## config.mk

```make
export PLATFORM = sky130hd
export DESIGN_NAME = ret_stack
export DESIGN_NICKNAME = d
export VERILOG_FILES = /design/src/rtl/ret_stack_pkg.sv /design/src/rtl/ret_stack_ctrl.sv /design/src/rtl/ret_stack_store.sv /design/src/rtl/ret_stack_out.sv /design/src/rtl/ret_stack.sv
export SDC_FILE = /design/constraint.sdc
export NUM_CORES = 1
export LEC_CHECK = 0
export BUFFER_PORTS_ARGS = -buffer_cell sky130_fd_sc_hd__buf_2
export CAP_MARGIN = 0
export CORE_ASPECT_RATIO = 0.8
export CORE_MARGIN = 1.5
export CORE_UTILIZATION = 55
export DETAILED_ROUTE_END_ITERATION = 10
export HOLD_SLACK_MARGIN = 0.05
export PLACE_DENSITY = 0.74
export SLEW_MARGIN = 10
export SYNTH_ARGS = -nofsm -noshare
export SYNTH_HDL_FRONTEND = slang
export SYNTH_HIERARCHICAL = 1
export SYNTH_SLANG_ARGS = --single-unit
```

## constraint.sdc

```tcl
create_clock -name clk -period 3.75 [get_ports clk]
set_clock_uncertainty 0.1 [all_clocks]
set_input_delay 0.375 -clock clk [delete_from_list [all_inputs] [get_ports clk]]
set_output_delay 0.375 -clock clk [all_outputs]
set_load 0.03 [all_outputs]
```

## src/rtl/ret_stack_pkg.sv

```systemverilog
package ret_stack_pkg;

  // Which carry a return hands back
  typedef enum logic {
    RET_RESTORE = 1'b0,
    RET_KEEP    = 1'b1
  } ret_kind_e;

  // Stack operation decoded from the two strobes
  typedef enum logic [1:0] {
    OP_IDLE = 2'd0,
    OP_PUSH = 2'd1,
    OP_POP  = 2'd2,
    OP_SWAP = 2'd3
  } stk_op_e;

  function automatic stk_op_e decode_op(input logic psh, input logic pp);
    stk_op_e op;
    unique case ({psh, pp})
      2'b10:   op = OP_PUSH;
      2'b01:   op = OP_POP;
      2'b11:   op = OP_SWAP;
      default: op = OP_IDLE;
    endcase
    return op;
  endfunction

endpackage

```

## src/rtl/ret_stack_ctrl.sv

```systemverilog
module ret_stack_ctrl
  import ret_stack_pkg::*;
#(
  parameter int DEPTH = 8
) (
  input  logic                       clk,
  input  logic                       rst,
  input  logic                       push_i,
  input  logic                       pop_i,
  output logic                       wr_en_o,
  output logic [$clog2(DEPTH)-1:0]   wr_addr_o,
  output logic                       rd_en_o,
  output logic [$clog2(DEPTH)-1:0]   rd_addr_o,
  output logic                       empty_pop_o,
  output logic [$clog2(DEPTH+1)-1:0] level_o
);

  localparam int PTR_W = $clog2(DEPTH);
  localparam int CNT_W = $clog2(DEPTH + 1);
  localparam logic [PTR_W-1:0] LAST = PTR_W'(DEPTH - 1);
  localparam logic [CNT_W-1:0] FULL = CNT_W'(DEPTH);
  localparam bit   POW2 = ((DEPTH & (DEPTH - 1)) == 0);

  logic [PTR_W-1:0] top_q, top_d, up_ptr, dn_ptr;
  logic [CNT_W-1:0] cnt_q, cnt_d;
  logic             empty;
  stk_op_e          op;

  // Neighbouring slots of the top pointer, wrapping around the storage
  generate
    if (POW2) begin : g_wrap_free
      assign up_ptr = top_q + 1'b1;
      assign dn_ptr = top_q - 1'b1;
    end else begin : g_wrap_cmp
      assign up_ptr = (top_q == LAST) ? '0 : top_q + 1'b1;
      assign dn_ptr = (top_q == '0) ? LAST : top_q - 1'b1;
    end
  endgenerate

  assign op    = decode_op(push_i, pop_i);
  assign empty = (cnt_q == '0);

  always_comb begin
    wr_en_o     = 1'b0;
    wr_addr_o   = up_ptr;
    rd_en_o     = 1'b0;
    empty_pop_o = 1'b0;
    top_d       = top_q;
    cnt_d       = cnt_q;
    unique case (op)
      OP_PUSH: begin
        // A full stack overwrites its oldest slot: the count saturates
        wr_en_o = 1'b1;
        top_d   = up_ptr;
        if (cnt_q != FULL) cnt_d = cnt_q + 1'b1;
      end
      OP_POP: begin
        if (empty) begin
          empty_pop_o = 1'b1;
        end else begin
          rd_en_o = 1'b1;
          top_d   = dn_ptr;
          cnt_d   = cnt_q - 1'b1;
        end
      end
      OP_SWAP: begin
        if (empty) begin
          empty_pop_o = 1'b1;
          wr_en_o     = 1'b1;
          top_d       = up_ptr;
          cnt_d       = CNT_W'(1);
        end else begin
          // Read-first storage returns the old top while it is replaced
          rd_en_o   = 1'b1;
          wr_en_o   = 1'b1;
          wr_addr_o = top_q;
        end
      end
      default: ;
    endcase
  end

  assign rd_addr_o = top_q;
  assign level_o   = cnt_q;

  always_ff @(posedge clk) begin
    if (rst) begin
      top_q <= LAST;
      cnt_q <= '0;
    end else begin
      top_q <= top_d;
      cnt_q <= cnt_d;
    end
  end

endmodule

```

## src/rtl/ret_stack_store.sv

```systemverilog
module ret_stack_store #(
  parameter int DEPTH = 8,
  parameter int W     = 13
) (
  input  logic                     clk,
  input  logic                     wr_en_i,
  input  logic [$clog2(DEPTH)-1:0] wr_addr_i,
  input  logic [W-1:0]             wr_data_i,
  input  logic                     rd_en_i,
  input  logic [$clog2(DEPTH)-1:0] rd_addr_i,
  output logic [W-1:0]             rd_data_o
);

  // Simple dual-port array with a registered, read-first read port
  logic [W-1:0] mem [DEPTH];

  always_ff @(posedge clk) begin
    if (wr_en_i) mem[wr_addr_i] <= wr_data_i;
  end

  always_ff @(posedge clk) begin
    if (rd_en_i) rd_data_o <= mem[rd_addr_i];
  end

endmodule

```

## src/rtl/ret_stack_out.sv

```systemverilog
module ret_stack_out
  import ret_stack_pkg::*;
#(
  parameter int PC_W = 12
) (
  input  logic            clk,
  input  logic            rst,
  input  logic            pop_i,
  input  logic            empty_pop_i,
  input  ret_kind_e       kind_i,
  input  logic            carry_i,
  input  logic [PC_W:0]   entry_i,
  output logic            ret_valid_o,
  output logic [PC_W-1:0] ret_pc_o,
  output logic            ret_carry_o,
  output logic            underflow_o
);

  logic vld_q, uf_q, keep_q, cin_q;
  logic hit;

  always_ff @(posedge clk) begin
    if (rst) begin
      vld_q  <= 1'b0;
      uf_q   <= 1'b0;
      keep_q <= 1'b0;
      cin_q  <= 1'b0;
    end else begin
      vld_q  <= pop_i;
      uf_q   <= empty_pop_i;
      keep_q <= (kind_i == RET_KEEP);
      cin_q  <= carry_i;
    end
  end

  // The record register is not reset; it is only looked at after a real read
  assign hit         = vld_q && !uf_q;
  assign ret_valid_o = vld_q;
  assign underflow_o = uf_q;
  assign ret_pc_o    = hit ? entry_i[PC_W-1:0] : '0;
  assign ret_carry_o = (hit && !keep_q) ? entry_i[PC_W] : cin_q;

endmodule

```

## src/rtl/ret_stack.sv

```systemverilog
module ret_stack
  import ret_stack_pkg::*;
#(
  parameter int DEPTH = 8,
  parameter int PC_W  = 12
) (
  input  logic                       clk,
  input  logic                       rst,
  input  logic                       push_i,
  input  logic                       pop_i,
  input  logic                       ret_kind_i,
  input  logic [PC_W-1:0]            pc_i,
  input  logic                       carry_i,
  output logic                       ret_valid_o,
  output logic [PC_W-1:0]            ret_pc_o,
  output logic                       ret_carry_o,
  output logic                       underflow_o,
  output logic [$clog2(DEPTH+1)-1:0] depth_o
);

  localparam int PTR_W = $clog2(DEPTH);
  localparam int REC_W = PC_W + 1;

  logic             wr_en, rd_en, empty_pop;
  logic [PTR_W-1:0] wr_addr, rd_addr;
  logic [REC_W-1:0] rd_data;
  ret_kind_e        kind;

  assign kind = ret_kind_e'(ret_kind_i);

  ret_stack_ctrl #(.DEPTH(DEPTH)) u_ctrl (
    .clk         (clk),
    .rst         (rst),
    .push_i      (push_i),
    .pop_i       (pop_i),
    .wr_en_o     (wr_en),
    .wr_addr_o   (wr_addr),
    .rd_en_o     (rd_en),
    .rd_addr_o   (rd_addr),
    .empty_pop_o (empty_pop),
    .level_o     (depth_o)
  );

  ret_stack_store #(.DEPTH(DEPTH), .W(REC_W)) u_store (
    .clk       (clk),
    .wr_en_i   (wr_en),
    .wr_addr_i (wr_addr),
    .wr_data_i ({carry_i, pc_i}),
    .rd_en_i   (rd_en),
    .rd_addr_i (rd_addr),
    .rd_data_o (rd_data)
  );

  ret_stack_out #(.PC_W(PC_W)) u_out (
    .clk         (clk),
    .rst         (rst),
    .pop_i       (pop_i),
    .empty_pop_i (empty_pop),
    .kind_i      (kind),
    .carry_i     (carry_i),
    .entry_i     (rd_data),
    .ret_valid_o (ret_valid_o),
    .ret_pc_o    (ret_pc_o),
    .ret_carry_o (ret_carry_o),
    .underflow_o (underflow_o)
  );

endmodule

```

# Word-level counts from Yosys, hierarchy flattened
# Memory sizes are Yosys's and may differ from the RTL's. A register that Yosys moved wholly into a read port is not among the register bits.
# Index checks and enable logic that the tools add are counted.
[classes]
n_addsub = 4
n_eq_ne = 10
mux = 17
n_bitwise = 1
n_reduce_logical = 11
[op_table]
columns = ["cell", "count"]
rows = [
  ["12-bit two-way mux", 1],
  ["4-bit two-way mux", 3],
  ["4-bit one-hot mux with 3 select lines", 1],
  ["3-bit two-way mux", 3],
  ["3-bit one-hot mux with 3 select lines", 1],
  ["2-bit == test (second input constant)", 4],
  ["1-bit two-way mux", 7],
  ["2-bit one-hot mux with 3 select lines", 1],
  ["2-bit OR reduction", 3],
  ["4-bit by 1-bit adder with 4-bit output (second input constant)", 1],
  ["2-bit by 1-bit == test with 1-bit output (second input constant)", 2],
  ["4-bit logical NOT", 1],
  ["2-bit by 1-bit != test with 1-bit output (second input constant)", 2],
  ["4-bit != test (second input constant)", 1],
  ["4-bit AND reduction", 1],
  ["4-bit by 1-bit subtractor with 4-bit output (second input constant)", 1],
  ["3-bit by 1-bit adder with 3-bit output (second input constant)", 1],
  ["3-bit nonzero test", 1],
  ["3-bit by 1-bit subtractor with 3-bit output (second input constant)", 1],
  ["1-bit logical AND", 2],
  ["1-bit logical NOT", 2],
  ["2-bit != test (second input constant)", 1],
  ["2-bit AND reduction", 1],
  ["1-bit inverter", 1],
]
[word_totals]
register_bits = 11
ram_bits = 104
in_bits = 18
output_inout_bits = 19
wordCells = 50
memories = 1
[memory_table]
columns = ["name", "words", "word_bits", "rd", "rd_clocked_by_memory_dff", "wr", "line_no", "source"]
rows = [
  ["u_store.mem", 8, 13, 1, 1, 1, "ret_stack_store.sv:15", "logic [W-1:0] mem [DEPTH];"],
]

# Logic depth before layout (Yosys ltp)
# Gate-level depths: netlist of run 1.
[depth]
ltp_word = 7
mapped_depth = 7
depth_no_buf = 6

# Hierarchy
# Netlist of run 1, hierarchy kept.
[modules_own_cells]
columns = ["module", "n_inst", "cells_each", "area_each_um2", "seq_area_each_um2"]
rows = [
  ["ret_stack_store", 1, 176, 4445.5, 3513.4],
  ["ret_stack_ctrl", 1, 64, 594.3, 140.1],
  ["ret_stack_out", 1, 24, 221.5, 80.1],
]

# Least setup slack after synthesis of run 1
# No wires, ideal clock.
[synth_timing]
path_kind = "reg2reg"
start = "reg u_ctrl.cnt_q[0], in the netlist u_ctrl/level_o[0]"
end = "mem u_store.mem[0][0] (enable)"
setup_ps = 400
t_arrival_ps = 2342
required_ps = 3250
slack_ps = 909
path_stages_with_launch = 5
path_buffers = 0
period_less_slack_ps = 2841
path_cell_list = "dfxtp_1 > nor4_1 > nor2_1 > mux2_2 > nor3_1"
[synth_between]
elab_chain_cells = 3
[synth_rtl]
columns = ["item", "line_no", "source"]
rows = [
  ["start: declaration", "ret_stack_ctrl.sv:25", "logic [CNT_W-1:0] cnt_q, cnt_d;"],
  ["start signal: assignment", "ret_stack_ctrl.sv:92", "cnt_q <= cnt_d;"],
  ["4-bit logical NOT", "ret_stack_ctrl.sv:41", "assign empty = (cnt_q == '0);"],
  ["3-bit two-way mux", "-", ""],
  ["3-bit two-way mux", "ret_stack_ctrl.sv:50", "unique case (op)"],
  ["via wr_addr[1]", "ret_stack.sv:25", "logic [PTR_W-1:0] wr_addr, rd_addr;"],
  ["end: declaration", "ret_stack_store.sv:15", ""],
]
# The timed path passes the listed nets, and every way through them passes these cells.

# Final worst setup path of run 1
[layout_timing]
start = "reg u_ctrl.top_q[1], in the netlist u_ctrl/rd_addr_o[1]"
end = "mem u_store.mem[1][6] (enable)"
[layout_between]
elab_chain_cells = 3
[layout_rtl]
columns = ["item", "line_no", "source"]
rows = [
  ["start: declaration", "ret_stack_ctrl.sv:24", "logic [PTR_W-1:0] top_q, top_d, up_ptr, dn_ptr;"],
  ["start signal: assignment", "ret_stack_ctrl.sv:91", "top_q <= top_d;"],
  ["3-bit by 1-bit adder with 3-bit output", "ret_stack_ctrl.sv:32", "assign up_ptr = top_q + 1'b1;"],
  ["3-bit two-way mux", "-", ""],
  ["3-bit two-way mux *", "ret_stack_ctrl.sv:50", ""],
  ["via wr_addr[1]", "ret_stack.sv:25", ""],
]
# Mark *: on every way through the listed nets, which the timed path passes. The rest lies on a longest branch.

==> summary.md, run 1 <==
| Metric | Value |
|---|---|
| Global-route wire length before repair | `14.03 mm` |
| Setup ws final | `756.1 ps` |
| Fin. Hold Viols | `0` |
| Fin util | `67.62%` |
| Fin Setup TNS | `0 ps` |
| Startpoint types | `flop` |
| Largest net degree at the start of global routing | `28` |
| Initial core utilization | `57.48%` |
| Nets | `343` |
| CTS tree | `yes` |
| Worst slack at placement | `757.6 ps` |
| DRC | `0` |
| Number of antenna violations at the first check in global routing | `0` |
| H-tree Lvls | `4` |
| Slew Limit Fails | `0` |
| Synth unique cells | `41` |
| Critical Path AT | `3000 ps` |
| # port buffers | `36` |
| Crit-path max FO | `17` |
| Setup Crit Path Kind | `reg -> reg` |
| Worst-margin pin slew | `813.7 ps` |
| Rows | `31` |
| PwrDens | `770.4 nW/µm²` |
| Post-synthesis sequential area ratio | `70.96%` |
| Synthesized area | `5261 µm²` |
| Post-synth EDFFs | `117` |
| Routed WL | `9.139 mm` |
| First-iteration detailed-routing DRC count | `141` |
| # setup viols final | `0` |
| Post-route ant nets | `0` |
| Hold crit path type | `in -> reg` |
| Mapped Cells | `264` |
| Overflow after GRT | `0` |
| Post-CTS setup-driven buffer insertion count | `0` |
| Ys async rst share | `0%` |
| Hold buffers post-CTS | `0` |
| Fin crit period | `2994 ps` |
| Synth Flop Type | `edfxtp_1` |
| Core area | `9154 µm²` |
| Syn Area/Cell | `19.93 µm²` |
| Wirelength per Cell | `20.35 µm` |
| Status | `complete, no violations` |
| CP Capture Type | `flop` |
| Yosys Warn Count | `6` |
| Commonest non-fill, non-tap cell in the layout | `edfxtp_1` |
| Clk slew on worst S/H paths | `50 ps` |
| Rel. slew slack | `45.68%` |
| Via/cell ratio | `5.728` |
| DIE AREA | `10170 µm²` |
| Mapped Nets | `286` |
| Fin crit share | `79.84%` |
| Skew-Pair Late Insertion Delay | `410 ps` |
| N_diodes | `0` |
| Detailed-router iteration count before antenna repair | `6` |
| Num CTS Buffers | `17` |
| Vias | `2572` |
| Gr usage total | `19.53%` |
| Clock root buffer | `clkbuf_16` |
| Max VDD drop | `0.4245 mV` |
| Worst hold slack | `81.77 ps` |
| F_max | `334.0 MHz` |
| Max cap viols | `0` |
| IO Pins | `37` |
| Fin area | `6190 µm²` |
| Leakage | `2.281 nW` |
| Share of layout cells above drive strength 1 | `29.64%` |
| RSZ-0062 raised after global routing | `no` |
| #FFs+latches synth | `128` |
| Placed cell areas | `5610 µm²` |
| Placer congestion estimate | `0.7461` |
| P&R area growth vs syn | `17.65%` |
| Die Height | `90.48 µm` |
| Post_cts resized | `0` |
| Max Buffers Root-to-Sink | `2` |
| Vias in the first global route | `2533` |
| Die X | `112.4 µm` |
| Clk sinks | `128` |
| Most frequent cells in the layout | `117 x edfxtp_1, 36 x buf_2, 24 x mux4_1` |
| Critical Path RT | `3760 ps` |
| Hpwl dp | `5.855 mm` |
## state kept, by name (all words and copies together) (netlist names)
register,flops
u_store/mem,104
u_store/rd_data_o,13
u_ctrl/level_o,4
u_ctrl/rd_addr_o,3
u_out/cin_q,1
u_out/keep_q,1
u_out/ret_valid_o,1
u_out/underflow_o,1
## report_power, final
| part | total [mW] | internal, mW | switching (mW) |
|---|---|---|---|
| combinational | 1.12 | 0.524 | 0.594 |
| clock | 1.59 | 1.04 | 0.552 |
| sequential | 2.06 | 1.93 | 0.130 |
| total | 4.77 | 3.49 | 1.28 |
## routing by layer
metal | up-vias | wire length, µm | GRT usage, %
met5 | - | 0 | 0
met3 | 8 | 583 | 6.846
met1 | 1294 | 4168 | 27.39
met4 | 0 | 92 | 7.384
li1 | 1192 | - | -
met2 | 78 | 4294 | 28.58
## cell families (layout without fill, tap and decap cells)
group / count (synthesis) / in the layout / share of synthesized area [%]
flops: 128 / 128 / 70.96
simple gates: 50 / 50 / 5.541
mux: 43 / 43 / 16.50
buf+inv: 15 / 85 / 1.855
compound gates: 13 / 13 / 2.307
xor+xnor: 9 / 9 / 1.498
fa+ha+maj: 6 / 6 / 1.332
## area by class of cell
class / count / area [µm²]
Sequential cell: 128 / 3734
Tap cell: 115 / 143.9
Inverter: 4 / 15.01
Fill cell: 592 / 2964
Multi-Input combinational cell: 121 / 1440
Clock buffer: 21 / 440.4
Clock inverter: 11 / 138.9
Timing Repair Buffer: 49 / 277.8
## path summary, 6_finish.rpt
kind | end | start | depth (start not counted) | slack, ps
max | u_store/mem[1][6] | u_ctrl/rd_addr_o[1] | 6 | 760
min | u_out/keep_q | ret_kind_i | 2 | 80
min reg2reg | u_ctrl/level_o[2] | u_ctrl/level_o[2] | 2 | 530
max reg2reg | u_store/mem[1][6] | u_ctrl/rd_addr_o[1] | 6 | 760
## per-stage QoR
step | cells | power [mW]
after floorplan | 264 | 2.870
after global placement | 417 | 3.164
after detailed placement | 417 | 3.204
after CTS | 449 | 4.805
after global routing | 449 | 4.967
final | 449 | 4.768
## cells in the mapped netlist, types with 2 or more instances
library cell	number	area share [%]
a211o_1	2	0.33
a21oi_1	3	0.29
and2_1	12	1.4
buf_2	2	0.19
buf_6	5	1.1
clkbuf_1	2	0.14
dfxtp_1	11	4.2
edfxtp_1	117	67
ha_1	4	0.95
inv_1	4	0.29
maj3_1	2	0.38
mux2_2	14	3.0
mux2i_1	2	0.38
mux4_1	24	12
mux4_2	2	0.86
nand2_1	5	0.36
nand2b_1	6	0.71
nor2_1	9	0.64
nor2b_1	5	0.59
nor3_1	3	0.29
o21ai_0	3	0.29
xnor2_1	7	1.2
xor2_1	2	0.33
## critical path, cell delays in order, from the launching register on
cell and delay (ps):
dfxtp_1 850, inv_1 170, ha_1 360, mux2_2 320, nand2b_1 170, nor2_1 440, buf_4 280
(Power assumes the default switching activity.)
==> run 2, diff against run 1 <==
Clock period 3.75 ns to 3 ns, I/O delays scaled along.
==> summary.md, run 2 (synthesized netlist as in run 1, its figures left out) <==
| Metric | Value |
|---|---|
| Crit-path max FO | `9 (-8)` |
| Vias | `2597 (+0.97%)` |
| P&R area growth vs syn | `17.60% (about the same)` |
| Sw Ratio | `27.32% (+0.56 points)` |
| N_diodes | `0 (unchanged)` |
| Detailed-router iteration count before antenna repair | `6 (unchanged)` |
| Post_cts resized | `0 (unchanged)` |
| Multi-input gate area | `1440 µm² (unchanged)` |
| # port buffers | `36 (unchanged)` |
| Critical Path RT | `3010 ps (-750 ps)` |
| Worst R2R End | `u_store/mem[1][12]` |
| Placer congestion estimate | `0.7879 (+5.6%)` |
| Clock power share | `30.7% (-2.7 points)` |
| Critical Path AT | `2450 ps (-550 ps)` |
| Clk slew on worst S/H paths | `50 ps (about the same)` |
| First-iteration detailed-routing DRC count | `177 (+26%)` |
| H-tree Lvls | `4 (unchanged)` |
| Hold depth | `1 (-1)` |
| Combinational share of power | `25.5% (+2.1 points)` |
| Vias in the first global route | `2685 (+6.0%)` |
| Pint | `4.218 mW (+21%)` |
| Slew Limit Fails | `0 (unchanged)` |
| Core area | `9154 µm² (unchanged)` |
| Worst-margin pin slew | `660.3 ps (-153.4 ps)` |
| Top delay family on crit path | `simple AND/OR/NAND/NOR gates` |
| Gr usage total | `20.40% (+0.87 points)` |
| NetSw | `1.586 mW (+24%)` |
| Register Area | `3734 µm² (unchanged)` |
| Fin Setup TNS | `0 ps (unchanged)` |
| Most frequent cells in the layout | `117 x edfxtp_1, 36 x buf_2, 24 x mux4_1` |
| Startpoint types | `flop` |
| Fin. Hold Viols | `0 (unchanged)` |
| Post-route ant nets | `0 (unchanged)` |
| Critical Path Max Stage Delay | `470 ps (-380 ps)` |
| Worst hold start | `pc_i[11]` |
| CP bufs+invs | `1 (-1)` |
| Largest net degree at the start of global routing | `28 (unchanged)` |
| Share of layout cells above drive strength 1 | `30.79% (+1.2 points)` |
| Global-route wire length before repair | `14.79 mm (+5.4%)` |
| Status | `complete, no violations` |
| Die X | `112.4 µm (unchanged)` |
| Reg with most FFs | `u_store/mem` |
| Fill cell count | `599 (+1.2%)` |
| Rows | `31 (unchanged)` |
| # setup viols final | `0 (unchanged)` |
| Leakage | `2.302 nW (+0.89%)` |
| Initial core utilization | `57.48% (unchanged)` |
| Wirelength per Cell | `20.47 µm (+0.59%)` |
| RR Startpoint | `u_ctrl/level_o[0]` |
| Rel. slew slack | `55.92% (+10 points)` |
| Register share of total power | `43.8% (+0.6 points)` |
| CP Capture Type | `flop` |
| Clock root buffer | `clkbuf_16` |
| Nets | `351 (+2.3%)` |
| Num CTS Buffers | `17 (unchanged)` |
| Worst hold slack | `66.86 ps (-14.90 ps)` |
| Setup Crit Path Kind | `reg -> reg` |
| Max VDD drop | `0.8686 mV (+100%)` |
| Reg2reg setup slack | `560 ps (-190 ps)` |
| Number of flip-flops under the largest register name | `104 (unchanged)` |
| Commonest non-fill, non-tap cell in the layout | `edfxtp_1` |
| Max cap viols | `0 (unchanged)` |
| Hpwl dp | `5.925 mm (+1.2%)` |
| RSZ-0062 raised after global routing | `no` |
| Fin crit share | `81.25% (+1.4 points)` |
| Number of antenna violations at the first check in global routing | `0 (unchanged)` |
| CTS tree | `yes` |
| Overflow after GRT | `0 (unchanged)` |
| PwrDens | `938.0 nW/µm² (+22%)` |
| Max Buffers Root-to-Sink | `2 (unchanged)` |
| Die Height | `90.48 µm (unchanged)` |
| Via/cell ratio | `5.695 (-0.58%)` |
| Worst r2r path cells | `6 (unchanged)` |
| Crit path cell chain | `nor4_1, nor2_1, xnor2_1, nand2b_1, nor2_1, buf_4` |
| Hold EP | `u_store/mem[0][11]` |
| Skew-Pair Late Insertion Delay | `410 ps (about the same)` |
| DRC | `0 (unchanged)` |
| IO Pins | `37 (unchanged)` |
| Slowest cell on crit path | `nor4_1` |
| Routed WL | `9.336 mm (+2.2%)` |
| DIE AREA | `10170 µm² (unchanged)` |
| Most frequent CP cell | `nor2_1` |
| F_max | `410.2 MHz (+23%)` |
| Hold crit path type | `in -> reg` |
| Clk sinks | `128 (unchanged)` |
| Fin crit period | `2438 ps (-556.4 ps)` |
## run 2: cell types whose count changed in the layout (fill, tap and decap cells not counted), sizes merged
cell         previous run  this run
clkinv                  6         9
bufinv                  3         1
buf                    49        55
clkinvlp                1         0
inv                     5         4
dlygate4sd3             0         2
## run 2: power by group through the flow
stage	combinational (mW)	clock [mW]	sequential, mW
after detailed placement	1.48	0	2.58
after global placement	1.45	0	2.56
after floorplan	1.03	0	2.55
final	1.48	1.78	2.54
after CTS	1.49	1.82	2.55
after global routing	1.60	1.90	2.58
## run 2: metal layers
| layer | share of wire, % | vias up | GRT usage, % | wire (µm) |
|---|---|---|---|---|
| met5 | 0 | - | 0 | 0 |
| li1 | - | 1201 | - | - |
| met2 | 49 | 77 | 30.67 | 4567 |
| met1 | 44 | 1310 | 27.57 | 4107 |
| met4 | 1.3 | 0 | 10.02 | 126 |
| met3 | 5.7 | 9 | 6.040 | 534 |
## run 2: area by class of cell
class / count / area share, %
flip-flops and latches: 128 / 60.34
multi-input cells: 121 / 23.28
clock buffers: 21 / 7.118
repair buffers: 57 / 5.541
well taps: 115 / 2.326
clock inverters: 10 / 1.153
inverters: 4 / 0.2427
## run 2: how the worst max path moves through the flow
stage | endpoint | cells after the start | slack [ps] | startpoint
detailed placement | u_store/mem[3][1] | 6 | 610 | u_ctrl/level_o[0]
finish | u_store/mem[1][12] | 6 | 560 | u_ctrl/level_o[0]
global placement | u_store/mem[1][2] | 7 | 750 | push_i
CTS | u_store/mem[3][12] | 6 | 580 | u_ctrl/level_o[0]
floorplan | u_store/mem[0][0] | 4 | 160 | u_ctrl/level_o[0]
global route | u_store/mem[7][4] | 6 | 360 | u_ctrl/level_o[0]
## run 2: per-stage QoR
stage | cells | setup slack, ps | instance area, µm² | total power, mW | utilization (%)
floorplan | 264 | 158.8 | 5261 | 3.588 | -
global route | 456 | 357.2 | 6187 | 6.078 | 67.59
global placement | 423 | 748.4 | 5655 | 4.016 | 61.78
CTS | 456 | 581.8 | 6187 | 5.865 | 67.59
detailed placement | 423 | 608.4 | 5655 | 4.057 | 61.78
finish | 456 | 562.4 | 6187 | 5.804 | 67.59
## run 2: timing repair
item / 4_1_cts / 5_1_grt
hold buffers: 2 / 0
endpoints found under the hold margin: 4 / 0
buffers inserted: 0 / 0
## run 2: worst register-to-register path, stage by stage (launching register included)
cell      delay [ps]
dfxtp_1          410
nor4_1           470
nor2_1           160
xnor2_1          430
nand2b_1         180
nor2_1           180
buf_4            200
==> run 3, diff against run 2 <==
Clock period 3 ns to 2.4 ns, I/O delays scaled along.
==> summary.md, run 3 (synthesized netlist as in run 1, its figures left out) <==
| Metric | Value |
|---|---|
| Status | `finished with violations` |
| Failing checks | `design-rule violations` |
| Detailed-router iteration count before antenna repair | `9 (+3)` |
| Slew Limit Fails | `0 (unchanged)` |
| Commonest non-fill, non-tap cell in the layout | `edfxtp_1` |
| Met2 routed WL | `4.641 mm (+1.6%)` |
| Leakage | `2.390 nW (+3.8%)` |
| Final Power | `7.373 mW (+27%)` |
| # setup viols final | `0 (unchanged)` |
| Routed WL | `9.457 mm (+1.3%)` |
| Core area | `9154 µm² (unchanged)` |
| Met3 WL | `497 µm (-6.9%)` |
| F_max | `456.1 MHz (+11%)` |
| Setup Crit Path Kind | `reg -> reg` |
| Clock root buffer | `clkbuf_16` |
| Critical Path RT | `2420 ps (-590 ps)` |
| Hpwl dp | `6.191 mm (+4.5%)` |
| Clk sinks | `128 (unchanged)` |
| Max VDD drop | `0.6523 mV (-25%)` |
| H-tree Lvls | `4 (unchanged)` |
| CTS tree | `yes` |
| DIE AREA | `10170 µm² (unchanged)` |
| Vias | `2702 (+4.0%)` |
| Number of flip-flops under the largest register name | `104 (unchanged)` |
| Vias in the first global route | `2743 (+2.2%)` |
| Most frequent cells in the layout | `117 x edfxtp_1, 36 x buf_2, 26 x buf_4` |
| DRC | `1 (+1)` |
| N_diodes | `0 (unchanged)` |
| Largest net degree at the start of global routing | `17 (-39%)` |
| Overflow after GRT | `0 (unchanged)` |
| Fin. Hold Viols | `0 (unchanged)` |
| Global-route wire length before repair | `15.19 mm (+2.8%)` |
| Via/cell ratio | `5.676 (-0.33%)` |
| Skew-Pair Late Insertion Delay | `420 ps (about the same)` |
| Number of antenna violations at the first check in global routing | `0 (unchanged)` |
| Initial core utilization | `57.48% (unchanged)` |
| Fin Setup TNS | `0 ps (unchanged)` |
| Fin crit period | `2193 ps (-245.0 ps)` |
| Clk slew on worst S/H paths | `50 ps (about the same)` |
| DR top layer | `met4` |
| Max cap viols | `0 (unchanged)` |
| CP Capture Type | `flop` |
| P&R area growth vs syn | `21.64%` |
| Gr usage total | `20.98% (+0.58 points)` |
| PwrDens | `1152 nW/µm² (+23%)` |
| Rel. slew slack | `57.02% (+1.1 points)` |
| Met1 WL | `4.118 mm (+0.27%)` |
| Fin crit share | `91.35% (+10 points)` |
| # port buffers | `36 (unchanged)` |
| Die Height | `90.48 µm (unchanged)` |
| Rows | `31 (unchanged)` |
| First-iteration detailed-routing DRC count | `82 (-54%)` |
| Hold crit path type | `in -> reg` |
| Crit-path max FO | `9 (unchanged)` |
| Startpoint types | `flop` |
| IO Pins | `37 (unchanged)` |
| Worst-margin pin slew | `644.0 ps (-16.23 ps)` |
| Num CTS Buffers | `17 (unchanged)` |
| RSZ-0062 raised after global routing | `no` |
| Wirelength per Cell | `19.87 µm (-3.0%)` |
| Critical Path AT | `2210 ps (-240 ps)` |
| Nets | `371 (+5.7%)` |
| Die X | `112.4 µm (unchanged)` |
| Max Buffers Root-to-Sink | `2 (unchanged)` |
| Share of layout cells above drive strength 1 | `32.96% (+2.2 points)` |
| Placer congestion estimate | `0.8204 (+4.1%)` |
| Post-route ant nets | `0 (unchanged)` |
| Reg with most FFs | `u_store/mem` |
[run 3: changes by cell type in the layout (fill, tap and decap cells not counted), moves of 2 or more]
cell / delta
buf_4: +7
clkbuf_1: -4
clkinv_1: +2
clkinv_2: -2
clkinv_4: +2
clkinvlp_4: +2
dlygate4sd3_1: +13
nor2_1: -3
nor2_2: +3
[run 3: worst max-delay path: stages (launching register included)]
cell	delay [ps]
dfxtp_2	370
nor4_2	370
nor2_1	130
mux2_2	340
nand2b_1	200
nor2_2	160
buf_4	200
[run 3: layout make-up]
type	instances	area (µm²)
Clock inverter	14	101.3
Inverter	4	15.01
Fill cell	600	2754
Sequential cell	128	3735
Multi-Input combinational cell	121	1454
Clock buffer	17	425.4
Timing Repair Buffer	77	525.5
Tap cell	115	143.9
[run 3: power by group]
group / total (mW) / leakage (nW) / internal, mW / switching (mW)
Clock: 2.26 / 0.256 / 1.39 / 0.877
Combinational: 1.95 / 0.977 / 0.933 / 1.02
Sequential: 3.16 / 1.16 / 3.02 / 0.142
Total: 7.37 / 2.39 / 5.34 / 2.04
[run 3: final timing paths]
| kind | from | endpoint | slack [ps] | cells after the start |
|---|---|---|---|---|
| min | pop_i | u_out/ret_valid_o | 70 | 2 |
| min reg2reg | u_ctrl/level_o[0] | u_ctrl/level_o[0] | 520 | 2 |
| max | u_ctrl/level_o[0] | u_store/mem[5][4] | 210 | 6 |
| max reg2reg | u_ctrl/level_o[0] | u_store/mem[5][4] | 210 | 6 |
[run 3: layer usage]
| layer | vias to the layer above | GRT usage, % |
|---|---|---|
| li1 | 1249 | - |
| met1 | 1362 | 27.17 |
| met2 | 73 | 33.08 |
| met3 | 18 | 6.174 |
| met4 | 0 | 9.810 |
| met5 | - | 0 |
[run 3: repair_timing]
action                                  4_1_cts  5_1_grt
hold buffers                                 15        0
resized for setup                             0        1
setup buffers                                 0        0
endpoints found under the setup margin        0       59
hold endpoints to repair                    107        0
[run 3: per-stage QoR]
step	area [µm²]	cells	util (%)	setup WS (ps)	hold WS, ps
after CTS	6394	476	69.85	108.5	56.28
after floorplan	5280	264	-	-148.2	205.0
after global routing	6400	476	69.92	45.55	67.82
after global placement	5717	430	62.45	184.9	356.4
after detailed placement	5717	430	62.45	126.6	376.6
final	6400	476	69.92	207.5	73.34
